**src/rtl/evt_timer_pkg.sv**
```systemverilog
package evt_timer_pkg;

    typedef enum logic [1:0] {
        SEL_PRE  = 2'd0,
        SEL_CTL  = 2'd1,
        SEL_INT  = 2'd2,
        SEL_NONE = 2'd3
    } reg_sel_e;

    typedef enum logic [1:0] {
        MODE_OFF = 2'b00,
        MODE_EVT = 2'b01,
        MODE_TMR = 2'b10,
        MODE_RSV = 2'b11
    } mode_e;

    // control register field positions
    localparam int MODE_LSB = 6;
    localparam int RUN_BIT  = 4;

    // interrupt-control register field positions
    localparam int GIE_BIT  = 0;
    localparam int TIE_BIT  = 2;
    localparam int FLAG_BIT = 5;

endpackage

```
**src/rtl/evt_timer_presc.sv**
```systemverilog
module evt_timer_presc #(
    parameter int PSC_W = 8,
    localparam int SEL_W = $clog2(PSC_W)
) (
    input  logic             clk,
    input  logic             rst_n,
    input  logic             en,
    input  logic [SEL_W-1:0] sel,
    output logic             tick
);
    typedef struct packed {
        logic [PSC_W-1:0] cnt;
    } psc_t;

    psc_t st_d, st_q;
    logic [PSC_W-1:0] mask;

    always_comb begin
        // low (sel+1) bits set: period of 2^(sel+1) clocks
        mask   = {PSC_W{1'b1}} >> (PSC_W - 1 - int'(sel));
        tick   = en && ((st_q.cnt & mask) == mask);
        st_d   = st_q;
        st_d.cnt = en ? st_q.cnt + 1'b1 : '0;
    end

    always_ff @(posedge clk or negedge rst_n) begin
        if (!rst_n) st_q <= '0;
        else        st_q <= st_d;
    end
endmodule

```
**src/rtl/evt_timer_edge.sv**
```systemverilog
module evt_timer_edge #(
    parameter int STAGES = 2
) (
    input  logic clk,
    input  logic rst_n,
    input  logic din,
    output logic rise
);
    typedef struct packed {
        logic [STAGES:0] sh;
    } sync_t;

    sync_t st_d, st_q;

    always_comb begin
        st_d    = st_q;
        st_d.sh = {st_q.sh[STAGES-1:0], din};
        // last synchronizer stage high, history stage low
        rise    = st_q.sh[STAGES-1] && !st_q.sh[STAGES];
    end

    always_ff @(posedge clk or negedge rst_n) begin
        if (!rst_n) st_q <= '0;
        else        st_q <= st_d;
    end
endmodule

```
**src/rtl/evt_timer_cnt.sv**
```systemverilog
module evt_timer_cnt #(
    parameter int W = 8
) (
    input  logic         clk,
    input  logic         rst_n,
    input  logic         step,
    input  logic         load,
    input  logic [W-1:0] load_val,
    input  logic [W-1:0] reload_val,
    output logic [W-1:0] count,
    output logic         ovf
);
    typedef struct packed {
        logic [W-1:0] cnt;
    } cnt_t;

    cnt_t st_d, st_q;

    always_comb begin
        st_d  = st_q;
        ovf   = step && (st_q.cnt == {W{1'b1}});
        if (load)      st_d.cnt = load_val;
        else if (ovf)  st_d.cnt = reload_val;
        else if (step) st_d.cnt = st_q.cnt + 1'b1;
        count = st_q.cnt;
    end

    always_ff @(posedge clk or negedge rst_n) begin
        if (!rst_n) st_q <= '0;
        else        st_q <= st_d;
    end
endmodule

```
**src/rtl/evt_timer.sv**
```systemverilog
module evt_timer
    import evt_timer_pkg::*;
#(
    parameter int W           = 8,
    parameter int PSC_W       = 8,
    parameter int SYNC_STAGES = 2
) (
    input  logic         clk,
    input  logic         rst_n,
    input  logic         wr_en,
    input  logic [1:0]   wr_sel,
    input  logic [W-1:0] wr_data,
    input  logic         ext_evt,
    input  logic         pdown,
    output logic [W-1:0] count_o,
    output logic         req_o,
    output logic         irq_o,
    output logic         wake_o
);
    localparam int SEL_W = $clog2(PSC_W);

    typedef struct packed {
        logic [W-1:0]     pre;
        logic [1:0]       mode;
        logic             run;
        logic [SEL_W-1:0] ps;
        logic             gie;
        logic             tie;
        logic             flag;
        logic             pd;
        logic             arm;
        logic             wake;
    } regs_t;

    regs_t st_d, st_q;

    logic         wr_pre, wr_ctl, wr_int;
    logic         run, tmr_en, evt_en;
    logic         tmr_tick, evt_rise, step, load, ovf, arm_now;
    logic [W-1:0] reload_val;

    assign run        = st_q.run;
    assign reload_val = st_q.pre;
    assign tmr_en     = run && (st_q.mode == MODE_TMR);
    assign evt_en     = run && (st_q.mode == MODE_EVT);

    evt_timer_presc #(.PSC_W(PSC_W)) u_presc (
        .clk   (clk),
        .rst_n (rst_n),
        .en    (tmr_en),
        .sel   (st_q.ps),
        .tick  (tmr_tick)
    );

    evt_timer_edge #(.STAGES(SYNC_STAGES)) u_edge (
        .clk   (clk),
        .rst_n (rst_n),
        .din   (ext_evt),
        .rise  (evt_rise)
    );

    evt_timer_cnt #(.W(W)) u_cnt (
        .clk        (clk),
        .rst_n      (rst_n),
        .step       (step),
        .load       (load),
        .load_val   (wr_data),
        .reload_val (reload_val),
        .count      (count_o),
        .ovf        (ovf)
    );

    always_comb begin
        wr_pre  = wr_en && (wr_sel == SEL_PRE);
        wr_ctl  = wr_en && (wr_sel == SEL_CTL);
        wr_int  = wr_en && (wr_sel == SEL_INT);
        step    = (tmr_en && tmr_tick) || (evt_en && evt_rise);
        load    = wr_pre && !run;
        // arming is sampled in the first power-down cycle, then held
        arm_now = st_q.pd ? st_q.arm : !st_q.flag;

        st_d = st_q;
        if (wr_pre) st_d.pre = wr_data;
        if (wr_ctl) begin
            st_d.mode = wr_data[MODE_LSB+1:MODE_LSB];
            st_d.run  = wr_data[RUN_BIT];
            st_d.ps   = wr_data[SEL_W-1:0];
        end
        if (wr_int) begin
            st_d.gie  = wr_data[GIE_BIT];
            st_d.tie  = wr_data[TIE_BIT];
            st_d.flag = wr_data[FLAG_BIT];
        end
        if (ovf) st_d.flag = 1'b1;     // hardware set beats software write

        st_d.pd  = pdown;
        st_d.arm = arm_now;
        if (!pdown)               st_d.wake = 1'b0;
        else if (ovf && arm_now)  st_d.wake = 1'b1;
    end

    always_ff @(posedge clk or negedge rst_n) begin
        if (!rst_n) st_q <= '0;
        else        st_q <= st_d;
    end

    assign req_o  = st_q.flag;
    assign irq_o  = st_q.flag && st_q.gie && st_q.tie;
    assign wake_o = st_q.wake;
endmodule

```
**config.mk**
```make
export PLATFORM = sky130hd
export DESIGN_NAME = evt_timer
export DESIGN_NICKNAME = d
export VERILOG_FILES = /design/src/rtl/evt_timer_pkg.sv /design/src/rtl/evt_timer_presc.sv /design/src/rtl/evt_timer_edge.sv /design/src/rtl/evt_timer_cnt.sv /design/src/rtl/evt_timer.sv
export SDC_FILE = /design/constraint.sdc
export NUM_CORES = 1
export LEC_CHECK = 0
export BUFFER_PORTS_ARGS = -buffer_cell sky130_fd_sc_hd__buf_4
export CAP_MARGIN = 15
export CORE_ASPECT_RATIO = 1.2
export CORE_UTILIZATION = 60
export DETAILED_ROUTE_END_ITERATION = 7
export PLACE_DENSITY = 0.81
export SLEW_MARGIN = 30
export SYNTH_ARGS = -nofsm -noshare
export SYNTH_HDL_FRONTEND = slang
export SYNTH_HIERARCHICAL = 1
export SYNTH_SLANG_ARGS = --single-unit
```
**constraint.sdc**
```tcl
create_clock -name clk -period 7.14 [get_ports clk]
set_input_delay 1.785 -clock clk [delete_from_list [all_inputs] [get_ports clk]]
set_output_delay 1.785 -clock clk [all_outputs]
set_load 0.03 [all_outputs]
```
==> flow_metrics.env <==
export IMPL_critPathLaunchType="input pin"
export IMPL_ys_types=41
export IMPL_ff2ff_path_depth=10
export IMPL_synth_area_leaders="dfrtp_1, mux2_2, xnor2_1"
export IMPL_fin_nets=206
export IMPL_cp_slowest_cell="nor2b_1"
export IMPL_post_cts_resized=0
export IMPL_portBuffers=25
export IMPL_die_w_um=52.8
export IMPL_reg2reg_to="u_cnt/count[7]$_DFFE_PN0P_"
export IMPL_synth_top_family_by_area="simple AND/OR/NAND/NOR gates"
export IMPL_r2r_start="st_q[11]$_DFFE_PN0P_"
export IMPL_whs_path_depth=0
export IMPL_synth_nets=175
export IMPL_cp_required_ns=7.35
export IMPL_async_flop_share=1.00
export IMPL_core_area_um2=2860
export IMPL_slowest_delay_ns=0.79
export IMPL_dr_pass1_iters=4
export IMPL_fin_setup_tns_ns=0
export IMPL_crit_cells=7
export IMPL_yosysMostFrequentCell="dfrtp_1"
export IMPL_hold_path_class="reg -> reg"
export IMPL_drive_gt1_frac=0.305
export IMPL_cts_buffers=5
export IMPL_wirelength_mm=3.62
export IMPL_synth_ff_type="dfrtp_1"
export IMPL_p_int_uw=423
export IMPL_synthTopCellsByCount="dfrtp_1, mux2_2, nand2_1"
export IMPL_yosysSeqAreaShare=0.525
export IMPL_cts_hold_buf=0
export IMPL_vdd_drop_max_uv=270
export IMPL_p_clk_frac=0.238
export IMPL_worstMarginPinSlew_ns=0.908
export IMPL_clock_latency_ns=0.34
export IMPL_setup_viol=0
export IMPL_synth_xor_xnor_area_share=0.0377
export IMPL_dr_first_iter_drc_count=28
export IMPL_syn_cell_area_um2=1860
export IMPL_syn_inst=158
export IMPL_syn_avg_cell_area_um2=11.8
export IMPL_hold_violations=0
export IMPL_antenna_diode_count=0
export IMPL_worstPathMaxFanout=15
export IMPL_synth_compound_area_share=0.0975
export IMPL_yosys_area_share_simple=0.198
export IMPL_synth_seq_cells=39
export IMPL_grt_antenna_before_repair=0
export IMPL_power_leakage_uw=0.000980
export IMPL_p_sw_uw=214
export IMPL_hpwl_mm=2.66
export IMPL_start_util=0.650
export IMPL_yosys_area_top_type="dfrtp_1"
export IMPL_clock_sinks=39
export IMPL_io_pins=26
export IMPL_grt_pass1_wl_mm=6.08
export IMPL_slew_violations=0
export IMPL_clkTransAtPathRegs_ns=0.11
export IMPL_cp_cell_sequence="buf_4 -> nor3b_4 -> nor2b_1 -> or2b_1 -> nor2_1 -> a221oi_1 -> o31ai_1"
export IMPL_cap_violations=0
export IMPL_viasPerCell=6.04
export IMPL_grt_setup_unrepaired="false"
export IMPL_p_sw_frac=0.336
export IMPL_grt_max_degree=40
export IMPL_cts_max_level=2
export IMPL_hold_path_endpoint="u_edge/st_q[1]$_DFF_PN0_"
export IMPL_drc=0
export IMPL_holdCritStartpoint="u_edge/st_q[0]$_DFF_PN0_"
export IMPL_cp_top_family="simple AND/OR/NAND/NOR gates"
export IMPL_design_power_total_uw=636
export IMPL_cts_tree="done"
export IMPL_p_per_area_nw_per_um2=293
export IMPL_gp_congestion=0.776
export IMPL_muxShareOfSynthArea=0.118
export IMPL_syn_to_final_growth_pct=16.8
export IMPL_fp_dieH_um=63
export IMPL_fp_dieArea_um2=3330
export IMPL_synth_edf_count=0
export IMPL_synth_warnings=6
export IMPL_dp_cells=216
export IMPL_crit_arrival_ns=3.89
export IMPL_rows=21
export IMPL_fin_crit_ns=3.69
export IMPL_status="complete, no violations"
export IMPL_grt_ovfl_total=0
export IMPL_rrSetupSlack_ns=3.98
export IMPL_num_vias=1353
export IMPL_fmax_mhz=271
export IMPL_min_period_over_period=0.516
export IMPL_yosysTopAreaCellShare=0.525
export IMPL_fin_skew_ns=0.0100
export IMPL_cts_root_buffer="clkbuf_4"
export IMPL_critPathBufInv=1
export IMPL_cts_setup_buffers=0
export IMPL_finalNonFillerCells=224
export IMPL_gr_usage_all_layers=0.251
export IMPL_cp_end_kind="flop"
export IMPL_pwr_share_comb=0.279
export IMPL_clockBufferDepth=2
export IMPL_relSlewSlack=0.393
export IMPL_postRouteAntennaNets=0
export IMPL_grt_pass1_vias=1347
export IMPL_seq_power_share=0.482
export IMPL_wire_per_inst_um=16.2
export IMPL_synthAdderAreaFrac=0.0134
export IMPL_critPathKind="in -> reg"
==> power by group through the flow <==
stage          combinational (uW)  sequential [uW]  clock (uW)
6_report                      178              307         152
5_1_grt                       189              314         167
4_1_cts                       178              307         156
3_5_place_dp                  177              311           0
3_3_place_gp                  172              307           0
2_1_floorplan                78.9              337           0
==> layer usage <==
layer	global-route usage	part of all wire	vias to the layer above
li1	-	-	634
met1	0.299	0.42	663
met2	0.416	0.52	43
met3	0.0779	0.041	13
met4	0.0888	0.025	0
met5	0	0	-
==> worst max path at each step <==
stage	startpoint	endpoint	slack, ns
finish	wr_sel[0]	u_cnt/count[5]$_DFFE_PN0P_	3.45
CTS	wr_sel[0]	u_cnt/count[5]$_DFFE_PN0P_	3.50
detailed placement	wr_sel[0]	u_cnt/count[5]$_DFFE_PN0P_	3.14
global placement	wr_sel[0]	u_cnt/count[5]$_DFFE_PN0P_	3.24
floorplan	wr_sel[0]	u_cnt/count[5]$_DFFE_PN0P_	3.94
global route	wr_sel[0]	u_cnt/count[5]$_DFFE_PN0P_	3.34
==> state kept, by name, summed over array words and instances (netlist names) <==
register / cells
req_o: 1
u_cnt/count: 8
st_q: 9
reload_val: 8
u_edge/st_q: 3
wake_o: 1
run: 1
u_presc/st_q: 8
==> final cells by class <==
type	count	area, um^2
clock buffers	6	51.3
clock inverters	2	35.0
fillers	200	691
inverters	4	15.0
multi-input cells	114	866
flip-flops and latches	39	976
well taps	34	42.5
repair buffers	25	188
==> worst reg2reg max path, cell delays in order (launching register included) <==
cell and delay, ns:
dfrtp_1 0.40, nand2_1 0.06, nor2_1 0.34, and2_1 0.19
o221a_2 0.18, nand3b_1 0.07, a21boi_0 0.69, nand2_1 0.27
nor3_4 0.48, nor3_2 0.09, o31ai_1 0.28
==> placed cells by master, fill, tap and decap left out, drive strengths merged, types with 3 or more instances in the layout <==
cell    netlist  routed
dfrtp        39      39
buf           0      25
mux2         16      16
nand2        10      10
nor2          9       9
and2          8       8
xnor2         7       7
nand3         7       7
clkbuf        1       6
o31ai         5       5
a21oi         5       5
nor2b         5       5
o21ai         5       5
nand3b        4       4
mux2i         4       4
inv           4       4
a22oi         3       3
nor3b         3       3
nor3          3       3
==> per-stage QoR <==
stage | hold WS, ns | util | setup WS, ns | cell area, um^2
2_1_floorplan | 0.331 | - | 3.94 | 1860
3_3_place_gp | 0.333 | 0.729 | 3.24 | 2090
3_5_place_dp | 0.336 | 0.729 | 3.14 | 2090
4_1_cts | 0.352 | 0.759 | 3.50 | 2170
5_1_grt | 0.340 | 0.759 | 3.34 | 2170
6_report | 0.348 | 0.759 | 3.45 | 2170
==> kinds of logic after synthesis <==
| logic type | after synthesis |
|---|---|
| and+or+nand+nor | 57 |
| xor gates and xnor gates | 8 |
| AOI/OAI and AO/OA | 27 |
| DFF | 39 |
| buffers and inverters | 5 |
| adders and majority gates | 2 |
| muxes | 20 |
Power figures use the tool's default switching activity.
